**src/rtl/sio_tx_pkg.sv**
```systemverilog
package sio_tx_pkg;
  typedef enum logic {
    MODE_SYNC = 1'b0,
    MODE_UART = 1'b1
  } line_mode_e;
endpackage

```
**src/rtl/sio_tx_hold.sv**
```systemverilog
module sio_tx_hold #(
  parameter int DATA_W = 8
) (
  input  logic              clk,
  input  logic              rst,
  input  logic              wr_en,
  input  logic [DATA_W-1:0] wr_data,
  input  logic              take,
  output logic              full,
  output logic [DATA_W-1:0] data
);
  always_ff @(posedge clk) begin
    if (rst) begin
      full <= 1'b0;
    end else if (wr_en) begin
      full <= 1'b1;
    end else if (take) begin
      full <= 1'b0;
    end
  end

  always_ff @(posedge clk) begin
    if (wr_en) data <= wr_data;
  end


  write_fills_chk: assert property (@(posedge clk) disable iff (rst)
    wr_en |=> full);

  take_empties_chk: assert property (@(posedge clk) disable iff (rst)
    (take && !wr_en) |=> !full);
endmodule

```
**src/rtl/sio_tx_frame.sv**
```systemverilog
module sio_tx_frame
  import sio_tx_pkg::*;
#(
  parameter int DATA_W  = 8,
  parameter int FRAME_W = DATA_W + 4,
  parameter int CNT_W   = $clog2(FRAME_W + 1)
) (
  input  logic [DATA_W-1:0]  data,
  input  line_mode_e         mode,
  input  logic               par_en,
  input  logic               par_odd,
  input  logic               two_stop,
  output logic [FRAME_W-1:0] frame,
  output logic [CNT_W-1:0]   len
);
  logic par_bit;
  assign par_bit = (^data) ^ par_odd;

  always_comb begin
    frame = '1;
    if (mode == MODE_UART) begin
      frame[0]        = 1'b0;
      frame[DATA_W:1] = data;
      if (par_en) frame[DATA_W+1] = par_bit;
      len = CNT_W'(DATA_W + 2) + CNT_W'(par_en) + CNT_W'(two_stop);
    end else begin
      frame[DATA_W-1:0] = data;
      len = CNT_W'(DATA_W);
    end
  end
endmodule

```
**src/rtl/sio_tx_shift.sv**
```systemverilog
module sio_tx_shift
  import sio_tx_pkg::*;
#(
  parameter int FRAME_W = 12,
  parameter int CNT_W   = $clog2(FRAME_W + 1)
) (
  input  logic               clk,
  input  logic               rst,
  input  logic               bit_tick,
  input  logic               full,
  input  logic [FRAME_W-1:0] frame,
  input  logic [CNT_W-1:0]   len,
  input  line_mode_e         mode,
  output logic               take,
  output logic               txd,
  output logic               sclk,
  output logic               complete
);
  logic               busy;
  logic [FRAME_W-1:0] sreg;
  logic [CNT_W-1:0]   rem;
  line_mode_e         mode_q;

  assign take = bit_tick && full && (!busy || rem == '0);

  always_ff @(posedge clk) begin
    if (rst) begin
      busy     <= 1'b0;
      sreg     <= '1;
      rem      <= '0;
      txd      <= 1'b1;
      sclk     <= 1'b1;
      complete <= 1'b1;
      mode_q   <= MODE_SYNC;
    end else if (bit_tick) begin
      if (busy && rem != '0) begin
        txd  <= sreg[0];
        sreg <= {1'b1, sreg[FRAME_W-1:1]};
        rem  <= rem - CNT_W'(1);
        sclk <= (mode_q == MODE_UART);
      end else if (full) begin
        txd      <= frame[0];
        sreg     <= {1'b1, frame[FRAME_W-1:1]};
        rem      <= len - CNT_W'(1);
        busy     <= 1'b1;
        complete <= 1'b0;
        mode_q   <= mode;
        sclk     <= (mode == MODE_UART);
      end else begin
        busy     <= 1'b0;
        txd      <= 1'b1;
        complete <= 1'b1;
        sclk     <= 1'b1;
      end
    end else begin
      sclk <= 1'b1;
    end
  end


  idle_line_high_chk: assert property (@(posedge clk) disable iff (rst)
    !busy |-> txd);

  load_clears_done_chk: assert property (@(posedge clk) disable iff (rst)
    take |=> !complete);

  done_on_tick_chk: assert property (@(posedge clk) disable iff (rst)
    $rose(complete) |-> $past(bit_tick));

  sclk_only_sync_chk: assert property (@(posedge clk) disable iff (rst)
    !sclk |-> (busy && mode_q == MODE_SYNC));
endmodule

```
**src/rtl/sio_tx.sv**
```systemverilog
module sio_tx
  import sio_tx_pkg::*;
#(
  parameter int DATA_W = 8
) (
  input  logic              clk,
  input  logic              rst,
  input  logic              wr_en,
  input  logic [DATA_W-1:0] wr_data,
  input  logic              mode_uart,
  input  logic              bit_tick,
  input  logic              par_en,
  input  logic              par_odd,
  input  logic              two_stop,
  output logic              txd,
  output logic              sclk,
  output logic [2:0]        status
);
  localparam int FRAME_W = DATA_W + 4;
  localparam int CNT_W   = $clog2(FRAME_W + 1);

  logic               full, take, complete;
  logic [DATA_W-1:0]  hold_data;
  logic [FRAME_W-1:0] frame;
  logic [CNT_W-1:0]   len;
  line_mode_e         mode;

  assign mode = line_mode_e'(mode_uart);

  sio_tx_hold #(.DATA_W(DATA_W)) u_hold (
    .clk(clk), .rst(rst), .wr_en(wr_en), .wr_data(wr_data),
    .take(take), .full(full), .data(hold_data)
  );

  sio_tx_frame #(.DATA_W(DATA_W), .FRAME_W(FRAME_W), .CNT_W(CNT_W)) u_frame (
    .data(hold_data), .mode(mode), .par_en(par_en), .par_odd(par_odd),
    .two_stop(two_stop), .frame(frame), .len(len)
  );

  sio_tx_shift #(.FRAME_W(FRAME_W), .CNT_W(CNT_W)) u_shift (
    .clk(clk), .rst(rst), .bit_tick(bit_tick), .full(full), .frame(frame),
    .len(len), .mode(mode), .take(take), .txd(txd), .sclk(sclk),
    .complete(complete)
  );

  assign status = {complete, 1'b0, !full};
endmodule

```
**config.mk**
```make
export PLATFORM = sky130hd
export DESIGN_NAME = sio_tx
export DESIGN_NICKNAME = d
export VERILOG_FILES = /design/src/rtl/sio_tx_pkg.sv /design/src/rtl/sio_tx_hold.sv /design/src/rtl/sio_tx_frame.sv /design/src/rtl/sio_tx_shift.sv /design/src/rtl/sio_tx.sv
export SDC_FILE = /design/constraint.sdc
export NUM_CORES = 1
export LEC_CHECK = 0
export ABC_CLOCK_PERIOD_IN_PS = 5600
export BUFFER_PORTS_ARGS = -buffer_cell sky130_fd_sc_hd__buf_2
export CORE_MARGIN = 2
export CORE_UTILIZATION = 59
export DETAILED_ROUTE_END_ITERATION = 6
export GPL_TIMING_DRIVEN = 0
export PLACE_DENSITY = 0.8
export SYNTH_ARGS = -nofsm -noshare
export SYNTH_HDL_FRONTEND = slang
export SYNTH_SLANG_ARGS = --single-unit
```
**constraint.sdc**
```tcl
create_clock -name clk -period 5.6 [get_ports clk]
set_clock_uncertainty 0.15 [all_clocks]
set_input_delay 1.4 -clock clk [delete_from_list [all_inputs] [get_ports clk]]
set_output_delay 1.4 -clock clk [all_outputs]
set_load 0.1 [all_outputs]
```
# Word-level counts from Yosys, hierarchy flattened
# Index checks and enable logic that the tools add are counted.
dict set report word_totals {
  out_inout_bits 5
  reg_bits 30
  inputBits 16
  mem_bits_ro 0
  latchBits 0
  n_memories 0
  mem_bits_rw 0
  wordCells 47
}
dict set report classes {
  shifts 0
  mul 0
  add_sub_neg 4
  n_mux 16
  div 0
  order_cmp 0
  n_bitwise 3
  n_eq_ne 0
  reduce_logical 15
}
# op n
set ops {}
lappend ops {{$mux W12} 2}
lappend ops {{$mux W4} 3}
lappend ops {{$mux W1} 9}
lappend ops {{$mux W8} 1}
lappend ops {{$reduce_xor A8 Y1} 1}
lappend ops {{$sub A4 B1 Y4 const B} 2}
lappend ops {{$add A4 B1 Y4} 1}
lappend ops {{$add A4 B1 Y4 const A} 1}
lappend ops {{$logic_not A4 Y1} 1}
lappend ops {{$reduce_and A2 Y1} 2}
lappend ops {{$reduce_bool A2 Y1} 2}
lappend ops {{$reduce_bool A4 Y1} 1}
lappend ops {{$logic_and A1 B1 Y1} 3}
lappend ops {{$reduce_and A3 Y1} 1}
lappend ops {{$logic_not A1 Y1} 2}
lappend ops {{$mux W2} 1}
lappend ops {{$not A1 Y1} 2}
lappend ops {{$reduce_or A2 Y1} 1}
lappend ops {{$logic_or A1 B1 Y1} 1}
lappend ops {{$xor A1 B1 Y1} 1}

# Depth between registers and ports, before layout
# Gate-level depths: netlist of the first run.
dict set report logic_depth {
  depth_word 6
  ltp_mapped 8
  depth_no_buf 8
}

# Cells and area by module
# From an unflattened synthesis of the first run, not the netlist that was laid out.
dict set report unflattened {
  cells_unflattened 161
  hier_area_um2 1557.7
}
# module seq_area_each_um2 instances cells_per_inst area_each_um2
set by_module_without_submodules {}
lappend by_module_without_submodules {sio_tx_shift 400.4 1 118 1007.2}
lappend by_module_without_submodules {sio_tx_hold 260.2 1 12 279.0}
lappend by_module_without_submodules {sio_tx_frame 0.0 1 27 249.0}
lappend by_module_without_submodules {sio_tx 0.0 1 4 22.5}

# Least setup slack after synthesis of the first run
# OpenSTA, ideal clock, no wires.
dict set report synth_path {
  path_type {input to register}
  startpoint {input port mode_uart}
  endpoint {register u_shift.rem[2]}
  t_required_ns 5.376
  t_arrival_ns 2.856
  cell_stages 5
  path_slack_ns 2.519
  setup_ns 0.074
  n_path_buf 1
  cell_sequence {buf_1 a32oi_1 ha_1 or4_1 a31oi_1}
}
dict set report synth_via {
  elab_chain_cells 4
}
# element line
set synth_rtl {}
lappend synth_rtl {{start, declared} sio_tx.sv:10} ;# input logic mode_uart,
lappend synth_rtl {{$mux W4} sio_tx_frame.sv:21} ;# if (mode == MODE_UART) begin
lappend synth_rtl {{$sub A4 B1 Y4} sio_tx_shift.sv:44} ;# rem <= len - CNT_W'(1);
lappend synth_rtl {{$mux W4} sio_tx_shift.sv:41} ;# end else if (full) begin
lappend synth_rtl {{$mux W4} sio_tx_shift.sv:36} ;# if (busy && rem != '0) begin
lappend synth_rtl {{end signal, assigned} sio_tx_shift.sv:39} ;# rem <= rem - CNT_W'(1);
lappend synth_rtl {{end signal, assigned} sio_tx_shift.sv:44}
lappend synth_rtl {{end, declared} sio_tx_shift.sv:21} ;# logic [CNT_W-1:0] rem;
# Every way passes these cells. The select of a mux whose other input is x is not followed.
# A chain may end at the register's enable or synchronous reset.

# Worst setup path in the final report of the first run
# Same ends and word-level chain as after synthesis.

==> results of run 1 <==
-- final cells by class --
type	instances	area, sq um
Fill cell	174	699.4
Multi-Input combinational cell	86	625.6
Sequential cell	27	620.6
Timing Repair Buffer	17	85.08
Buffer	9	45.04
Tap cell	28	35.03
Clock buffer	4	26.28
Inverter	3	11.26
-- state kept, by name (all words and copies together), names as in the netlist --
| register | count |
|---|---|
| u_shift.mode_q | 1 |
| u_shift.txd | 1 |
| u_shift.complete | 1 |
| u_shift.rem | 4 |
| u_shift.sclk | 1 |
| u_hold.data | 8 |
| u_hold.full | 1 |
| u_shift.sreg | 9 |
| u_shift.busy | 1 |
-- worst max-delay path by stage --
stage / startpoint / slack, ns / to
5_1_grt: mode_uart / 2.38 / u_shift.rem[2]
3_5_place_dp: mode_uart / 2.18 / u_shift.rem[2]
4_1_cts: mode_uart / 2.52 / u_shift.rem[2]
3_3_place_gp: mode_uart / 2.22 / u_shift.rem[2]
6_report: mode_uart / 2.52 / u_shift.rem[2]
2_1_floorplan: mode_uart / 2.52 / u_shift.rem[2]
-- power by group --
part | internal, mW | switching, mW
registers | 0.215 | 0.0128
clock network | 0.0279 | 0.0553
logic | 0.0327 | 0.0440
total | 0.276 | 0.112
-- cell usage in the layout, fill, tap and decap left out, types with 2 or more instances in the layout --
cell      count
a21oi_1       8
ha_1          2
xor2_1        2
buf_2        17
mux2i_1       8
clkbuf_4      3
nor2_1       12
nand2_1       5
edfxtp_1      8
a211oi_1      8
o21ai_0       3
nor2b_1       3
a31oi_1       3
dfxtp_1      19
nand2b_1      2
nand3_1       2
buf_4         3
a211o_1       8
clkbuf_1      6
inv_1         3
xnor2_1       4
-- per-layer routing --
metal / vias up / part of all wire / track usage
met1: 496 / 0.45 / 0.2576
met5: - / 0 / 0
li1: 507 / - / -
met4: 0 / 0.0068 / 0.06306
met3: 2 / 0.043 / 0.04094
met2: 32 / 0.50 / 0.3658
-- through the flow --
stage | setup WS, ns | util | instances | hold WS, ns
after floorplan | 2.519 | - | 125 | 0.2865
after global placement | 2.216 | 0.6622 | 170 | 0.2953
after detailed placement | 2.184 | 0.6622 | 170 | 0.3015
after CTS | 2.522 | 0.6744 | 174 | 0.3344
after global routing | 2.378 | 0.6744 | 174 | 0.3620
final | 2.521 | 0.6744 | 174 | 0.3355
-- logic make-up after synthesis --
group / count (synthesis) / share of synthesized area
buf+inv: 12 / 0.04322
mux: 8 / 0.06148
fa+ha+maj: 2 / 0.01921
simple gates: 28 / 0.1009
compound gates: 40 / 0.2382
xor+xnor: 7 / 0.05764
other cells: 1 / 0.002879
flops: 27 / 0.4765
==> metrics.csv, run 1 <==
stage,metric,value,unit
yosys,top cell type by total area after synthesis,dfxtp_1,
placed_design,routability congestion estimate,0.8536,
drt,DRT iter0 DRCs,17,
floorplan,core area,0.002148,sq mm
yosys,Syn Area/Cell,10.42,sq um
timing,maximum clock rate,324.8,MHz
setup_path,Worst path top cell family by delay,buffers and inverters,
yosys,Synth top cells by count,"dfxtp_1, nor2_1",
timing,Setup TNS Final,0,ns
power,leakage power,0.5665,nW
yosys,Post-synth EDFFs,8,
yosys,top-area cell type share of the netlist area,0.2920,
clock_tree,clk_lat worst skew,0.32,ns
timing,Slew HR,0.5810,
setup_path,Critical Path AT,3.19,ns
floorplan,# IOs,21,
setup_path,WP depth,6,
clock_tree,Clock Tree Root,clkbuf_4,
drt,routed wire length,2492,microns
layout,nets@finish,165,
timing,Final min period,3.079,ns
clock_tree,clock-pin slew of the registers on the worst-case setup and hold paths,0.14,ns
timing,Final Hold Fails,0,
yosys,#FFs+latches synth,27,
layout,n_diodes,0,
placed_design,detailed-placement wirelength estimate,1867,microns
clock_tree,CTS Hold Buffers Added,0,
yosys,"count leader, synth",dfxtp_1,
setup_path,WP buf/inv,2,
yosys,Syn. warnings,0,
setup_path,WS Path Type,in -> reg,
floorplan,die height,50.99,microns
clock_tree,post-CTS sizing,0,
setup_path,"critical path, cell by cell","buf_2, buf_1, a32oi_1, ha_1, or4_1, a31oi_1",
placed_design,# port buffers,17,
layout,layout cells sized above 1,0.1781,
setup_path,Worst R2R Path Depth,6,
timing,setup repair after global routing missed its margin,no,
floorplan,Die W,50.99,microns
min_path,Worst Hold Depth,1,
setup_path,Worst setup EP type,register,
drt,DRC violations left,0,
yosys,sequential share of the synthesized area,0.4765,
drt,DR vias/cell,5.960,
global_routing,initial antenna violation count,0,
global_routing,vias in the first global route,961,
run,Max-Cap Viols,0,
yosys,"Net Count, Synth",143,
timing,Setup-failing EPs final,0,
setup_path,reg2reg end,u_shift.rem[2],
layout,Layout Area Growth over Synthesis,11.24,%
yosys,Synth area leaders,"dfxtp_1, edfxtp_1, mux2i_1, a211o_1, a211oi_1",
clock_tree,TritonCTS clock tree,yes,
timing,Slew @ Worst Pin,0.6285,ns
status,status,"complete, no violations",
clock_tree,H-Tree Depth,1,
setup_path,worst-path fanout max,10,
yosys,Syn Inst Count,125,
yosys,Synth async-reset ratio,0,
drt,routed vias,1037,
global_routing,global-route wire length before repair,4071,microns
setup_path,critical path data required time,5.71,ns
clock_tree,CTS Buf Count,3,
yosys,synth unique cells,36,
placed_design,Placed Area,0.001423,sq mm
min_path,WHS Endpoint,u_shift.sreg[4],
power,pwr/cell area,267.8,mW/mm^2
min_path,Min-Delay Path Class,reg -> reg,
min_path,HP Start,u_shift.sreg[4],
floorplan,DIE AREA,0.002599,sq mm
setup_path,Critical Path Slowest Stage Cell,or4_1,
timing,final slew viol count,0,
clock_tree,Post CTS Setup Buffer Count,0,
clock_tree,Max clock buf depth,2,
floorplan,# rows,17,
drt,WL per Instance,14.32,microns
setup_path,largest stage delay on the critical path,0.51,ns
timing,period utilization,0.5498,
power,VDD IR-drop max,0.1938,mV
power,overall power,0.3880,mW
global_routing,largest net degree at the start of global routing,15,
setup_path,FF-to-FF setup slack,2.88,ns
drt,Pre-antenna DRT Iters,4,
global_routing,"Remaining Overflow, GRT",0,
setup_path,worst reg2reg path startpoint,u_shift.rem[0],
yosys,Post-synth top flop,dfxtp_1,
yosys,mapped cell area,0.001302,sq mm
drt,Routed Antenna Nets,0,
clock_tree,Clock Sinks,27,
floorplan,initial core utilization,0.6063,
global_routing,Global Route Usage Sum,0.2086,
layout,Finished Cell Area,0.001449,sq mm
setup_path,startpoint types,input port,
Power figures use the tool's default switching activity.
==> run 2, diff against run 1 <==
- ABC_CLOCK_PERIOD_IN_PS: 5600 -> 2600
- CORE_UTILIZATION: 59 -> 49
- PLACE_DENSITY: 0.8 -> 0.7
- clock period: 5.6 -> 2.6 ns (I/O delays scaled with it)
==> run 2 against run 1 <==
Against the previous run:
- clock power up 110%
- sequential power increased by 110%
- critical path depth did not move
- power increased by 120%
- wire length decreased by 0.52%
- sequential share of layout area fell by 0.22 points
- die area is 19% higher
- via count down 0.77%
- hold slack got worse by 0.00098 ns
- final area grew 0.52%
- critical path type is now reg -> reg
==> metrics.csv, run 2 (synthesis gave the netlist of run 1 again) <==
stage,metric,value,unit
min_path,HP Start,wr_data[5],
setup_path,WS Path Type,reg -> reg,
status,status,"complete, no violations",
power,VDD IR-drop max,0.4177,mV
setup_path,critical path data required time,2.71,ns
placed_design,routability congestion estimate,0.7657,
setup_path,Critical Path AT,2.58,ns
drt,routed wire length,2479,microns
global_routing,initial antenna violation count,0,
floorplan,core area,0.002500,sq mm
placed_design,pre-CTS setup slack,-0.1019,ns
power,Comb power frac,0.200,
drt,DRC violations left,0,
min_path,Worst Hold Depth,1,
timing,Setup TNS Final,0,ns
clock_tree,clock-pin slew of the registers on the worst-case setup and hold paths,0.14,ns
setup_path,worst reg2reg path startpoint,u_shift.rem[0],
setup_path,Worst R2R Path Depth,6,
global_routing,Global Route Usage Sum,0.1670,
timing,Final min period,2.472,ns
setup_path,startpoint types,register,
clock_tree,TritonCTS clock tree,yes,
power,leakage power,0.5722,nW
min_path,WHS Endpoint,u_hold.data[5],
setup_path,worst-path fanout max,10,
drt,DRT iter0 DRCs,18,
drt,Routed Antenna Nets,0,
clock_tree,Max clock buf depth,2,
power,sw frac,0.2905,
timing,Slew @ Worst Pin,0.6406,ns
timing,Setup-failing EPs final,0,
setup_path,WP buf/inv,1,
clock_tree,clk_lat worst skew,0.33,ns
floorplan,Die W,55.56,microns
global_routing,global-route wire length before repair,4064,microns
timing,Slew HR,0.5729,
clock_tree,Post CTS Setup Buffer Count,0,
global_routing,vias in the first global route,959,
placed_design,# port buffers,17,
layout,nets@finish,165,
clock_tree,CTS Hold Buffers Added,0,
floorplan,initial core utilization,0.5210,
clock_tree,CTS Buf Count,3,
clock_tree,Clock Sinks,27,
setup_path,Worst setup EP type,register,
setup_path,Critical Path Slowest Stage Cell,or4_1,
placed_design,detailed-placement wirelength estimate,1884,microns
layout,Top Registers,"u_shift.sreg (9), u_hold.data (8), u_shift.rem (4)",
layout,"most common cell after layout, fill and taps aside",dfxtp_1,
drt,routed vias,1029,
timing,final slew viol count,0,
drt,DR vias/cell,5.847,
setup_path,reg2reg end,u_shift.rem[2],
timing,Final Hold Fails,0,
power,Clk pwr share,0.213,
timing,maximum clock rate,404.5,MHz
power,Flop pwr share,0.587,
power,P_int,0.5921,mW
layout,Layout Area Growth over Synthesis,11.82,%
layout,n_diodes,0,
layout,layout cells sized above 1,0.1918,
power,Switch Pwr,0.2424,mW
layout,largest register by flop count,u_shift.sreg,
setup_path,FF-to-FF setup slack,0.13,ns
drt,Pre-antenna DRT Iters,4,
min_path,Min-Delay Path Class,in -> reg,
layout,highest-count cells in the layout ignoring fill and taps,"dfxtp_1, buf_2, nor2_1",
global_routing,"Remaining Overflow, GRT",0,
layout,max reg flops,9,
setup_path,"critical path, cell by cell","o41ai_4, buf_4, a32oi_1, ha_1, or4_1, a31oi_1",
floorplan,# IOs,21,
floorplan,die height,55.56,microns
floorplan,DIE AREA,0.003086,sq mm
timing,final worst slack,0.1281,ns
global_routing,largest net degree at the start of global routing,16,
timing,period utilization,0.9507,
clock_tree,H-Tree Depth,1,
setup_path,Worst path top cell family by delay,compound AO/OA/AOI/OAI gates,
floorplan,# rows,18,
run,Max-Cap Viols,0,
setup_path,largest stage delay on the critical path,0.50,ns
clock_tree,Clock Tree Root,clkbuf_4,
timing,setup repair after global routing missed its margin,no,
timing,worst hold slack,0.3346,ns
power,pwr/cell area,573.0,mW/mm^2
drt,WL per Instance,14.09,microns
-- run 2: what timing repair did --
action,in CTS,in global routing
setup endpoints to repair,1,1
resized for setup,1,3
cloned,0,0
-- run 2: worst max-delay path by stage --
stage	start	endpoint	slack [ns]	depth (start not counted)
floorplan	u_shift.rem[0]	u_shift.rem[2]	0.24	6
global placement	u_shift.rem[0]	u_shift.rem[2]	-0.05	6
detailed placement	mode_uart	u_shift.rem[2]	-0.10	6
CTS	u_shift.rem[0]	u_shift.rem[2]	0.04	6
global route	u_shift.rem[0]	u_shift.rem[2]	0.004	6
finish	u_shift.rem[0]	u_shift.rem[2]	0.13	6
-- run 2: power by group through the flow --
| stage | clock, mW | sequential (mW) | combinational [mW] |
|---|---|---|---|
| 3_5_place_dp | 0 | 0.499 | 0.167 |
| 4_1_cts | 0.182 | 0.490 | 0.167 |
| 2_1_floorplan | 0 | 0.504 | 0.121 |
| 6_report | 0.178 | 0.490 | 0.167 |
| 5_1_grt | 0.199 | 0.494 | 0.180 |
| 3_3_place_gp | 0 | 0.498 | 0.163 |
-- run 2: final cells by class --
class,count,area [sq um]
clock buffer,3,22.52
sequential,27,620.6
clock inverter,1,5.005
multi-input combinational,86,625.6
timing repair buffer,17,85.08
tap,30,37.54
fill,225,1044
inverter,3,11.26
buffer,9,48.80
-- run 2: worst reg2reg max path: stages, from the launching register on --
cell,delay (ns)
dfxtp_1,0.39
o41ai_4,0.48
buf_4,0.25
a32oi_1,0.14
ha_1,0.31
or4_1,0.50
a31oi_1,0.17
-- run 2: stage by stage --
| step | utilization | total power [mW] | instance area, sq um | std cells |
|---|---|---|---|---|
| after floorplan | - | 0.6241 | 1303 | 125 |
| after global placement | 0.5701 | 0.6608 | 1425 | 172 |
| after detailed placement | 0.5701 | 0.6661 | 1425 | 172 |
| after CTS | 0.5816 | 0.8387 | 1454 | 176 |
| after global routing | 0.5826 | 0.8733 | 1456 | 176 |
| final | 0.5826 | 0.8345 | 1456 | 176 |
-- run 2: routing by layer --
metal / vias up / GRT usage / wire length (microns)
li1: 507 / - / -
met1: 490 / 0.1964 / 1120
met2: 24 / 0.2857 / 1202
met3: 8 / 0.03044 / 98
met4: 0 / 0.09059 / 57
met5: - / 0 / 0
==> run 3, diff against run 2 <==
- RECOVER_POWER: default -> 25
==> run 3 against run 2 <==
Against the previous run:
- first-iteration DRC count is the same
- via count is the same
- hold slack is the same
- non-clock buffer count unchanged
- clock power hardly changed
- global-route usage stayed put
- die area is the same
- power about the same
==> metrics.csv, run 3 (synthesis gave the netlist of run 1 again) <==
stage,metric,value,unit
timing,maximum clock rate,404.5,MHz
setup_path,Worst R2R Path Depth,6,
drt,routed wire length,2481,microns
floorplan,# IOs,21,
timing,setup repair after global routing missed its margin,no,
layout,nets@finish,165,
clock_tree,post-CTS sizing,1,
global_routing,global-route wire length before repair,4064,microns
setup_path,"critical path, cell by cell","o41ai_4, buf_4, a32oi_1, ha_1, or4_1, a31oi_1",
layout,final-layout fill cell count,226,
global_routing,"Remaining Overflow, GRT",0,
timing,Setup TNS Final,0,ns
placed_design,routability congestion estimate,0.7657,
setup_path,startpoint types,register,
floorplan,# rows,18,
clock_tree,clock-pin slew of the registers on the worst-case setup and hold paths,0.14,ns
layout,highest-count cells in the layout ignoring fill and taps,"dfxtp_1, buf_2, nor2_1",
drt,routed vias,1029,
setup_path,reg2reg end,u_shift.rem[2],
timing,Final min period,2.472,ns
layout,n_diodes,0,
setup_path,largest stage delay on the critical path,0.50,ns
setup_path,Critical Path Slowest Stage Cell,or4_1,
setup_path,Worst setup EP type,register,
drt,Pre-antenna DRT Iters,4,
setup_path,Critical Path AT,2.58,ns
floorplan,DIE AREA,0.003086,sq mm
layout,Top Registers,"u_shift.sreg (9), u_hold.data (8), u_shift.rem (4)",
clock_tree,Clock Sinks,27,
clock_tree,clk_lat worst skew,0.33,ns
layout,fin util,0.5821,
global_routing,largest net degree at the start of global routing,16,
clock_tree,Clock Tree Root,clkbuf_4,
drt,Routed Antenna Nets,0,
drt,DR vias/cell,5.847,
placed_design,pre-CTS setup slack,-0.1019,ns
min_path,HP Start,wr_data[5],
placed_design,detailed-placement wirelength estimate,1884,microns
setup_path,FF-to-FF setup slack,0.13,ns
floorplan,initial core utilization,0.5210,
setup_path,critical path data required time,2.71,ns
clock_tree,TritonCTS clock tree,yes,
clock_tree,CTS Buf Count,3,
drt,WL per Instance,14.10,microns
layout,largest register by flop count,u_shift.sreg,
floorplan,core area,0.002500,sq mm
timing,Final Hold Fails,0,
global_routing,initial antenna violation count,0,
clock_tree,CTS Hold Buffers Added,0,
drt,DRC violations left,0,
global_routing,Global Route Usage Sum,0.1670,
floorplan,die height,55.56,microns
timing,period utilization,0.9507,
layout,Layout Area Growth over Synthesis,11.72,%
timing,final slew viol count,0,
timing,Slew @ Worst Pin,0.6406,ns
clock_tree,Max clock buf depth,2,
run,Max-Cap Viols,0,
layout,layout cells sized above 1,0.1849,
power,leakage power,0.5695,nW
min_path,Min-Delay Path Class,in -> reg,
power,pwr/cell area,573.4,mW/mm^2
layout,max reg flops,9,
layout,"most common cell after layout, fill and taps aside",dfxtp_1,
power,overall power,0.8343,mW
clock_tree,H-Tree Depth,1,
setup_path,WS Path Type,reg -> reg,
setup_path,worst reg2reg path startpoint,u_shift.rem[0],
timing,Setup-failing EPs final,0,
min_path,Worst Hold Depth,1,
timing,final worst slack,0.1281,ns
status,status,"complete, no violations",
global_routing,vias in the first global route,959,
min_path,WHS Endpoint,u_hold.data[5],
clock_tree,Post CTS Setup Buffer Count,0,
setup_path,worst-path fanout max,10,
power,VDD IR-drop max,0.4178,mV
placed_design,# port buffers,17,
drt,DRT iter0 DRCs,18,
floorplan,Die W,55.56,microns
timing,Slew HR,0.5729,
-- run 3: power breakdown --
part	internal (mW)	switching, mW
registers	0.464	0.0265
logic	0.0706	0.0958
clock network	0.0578	0.120
-- run 3: worst max-delay path by stage --
stage | from | endpoint
2_1_floorplan | u_shift.rem[0] | u_shift.rem[2]
3_3_place_gp | u_shift.rem[0] | u_shift.rem[2]
3_5_place_dp | mode_uart | u_shift.rem[2]
4_1_cts | u_shift.rem[0] | u_shift.rem[2]
5_1_grt | u_shift.rem[0] | u_shift.rem[2]
6_report | u_shift.rem[0] | u_shift.rem[2]
-- run 3: per-layer routing --
| layer | share of wire | global-route usage | up-vias |
|---|---|---|---|
| met2 | 0.48 | 0.2857 | 24 |
| li1 | - | - | 507 |
| met1 | 0.45 | 0.1964 | 490 |
| met3 | 0.040 | 0.03044 | 8 |
| met5 | 0 | 0 | - |
| met4 | 0.023 | 0.09059 | 0 |
-- run 3: final cells by class --
cell class | count | area (sq um) | area share
clock buffers | 3 | 22.52 | 0.01548
inverters | 3 | 11.26 | 0.007739
multi-input cells | 86 | 625.6 | 0.4299
well taps | 30 | 37.54 | 0.02580
plain buffers | 9 | 48.80 | 0.03353
flip-flops and latches | 27 | 620.6 | 0.4265
repair buffers | 17 | 83.83 | 0.05761
clock inverters | 1 | 5.005 | 0.003439
-- run 3: metrics by stage --
stage,hold slack (ns),instance area (sq um),cells
6_report,0.3346,1455,176
5_1_grt,0.3127,1455,176
4_1_cts,0.3269,1454,176
3_5_place_dp,0.3043,1425,172
3_3_place_gp,0.2983,1425,172
2_1_floorplan,0.2865,1303,125
-- run 3: critical path: cells and delay by family (launching register included) --
kind,cells,cell delay (ns)
AO/OA/AOI/OAI,3,0.79
AND/OR/NAND/NOR,1,0.50
flip-flops,1,0.39
adder cells (fa/ha/maj),1,0.31
buffers and inverters,1,0.25
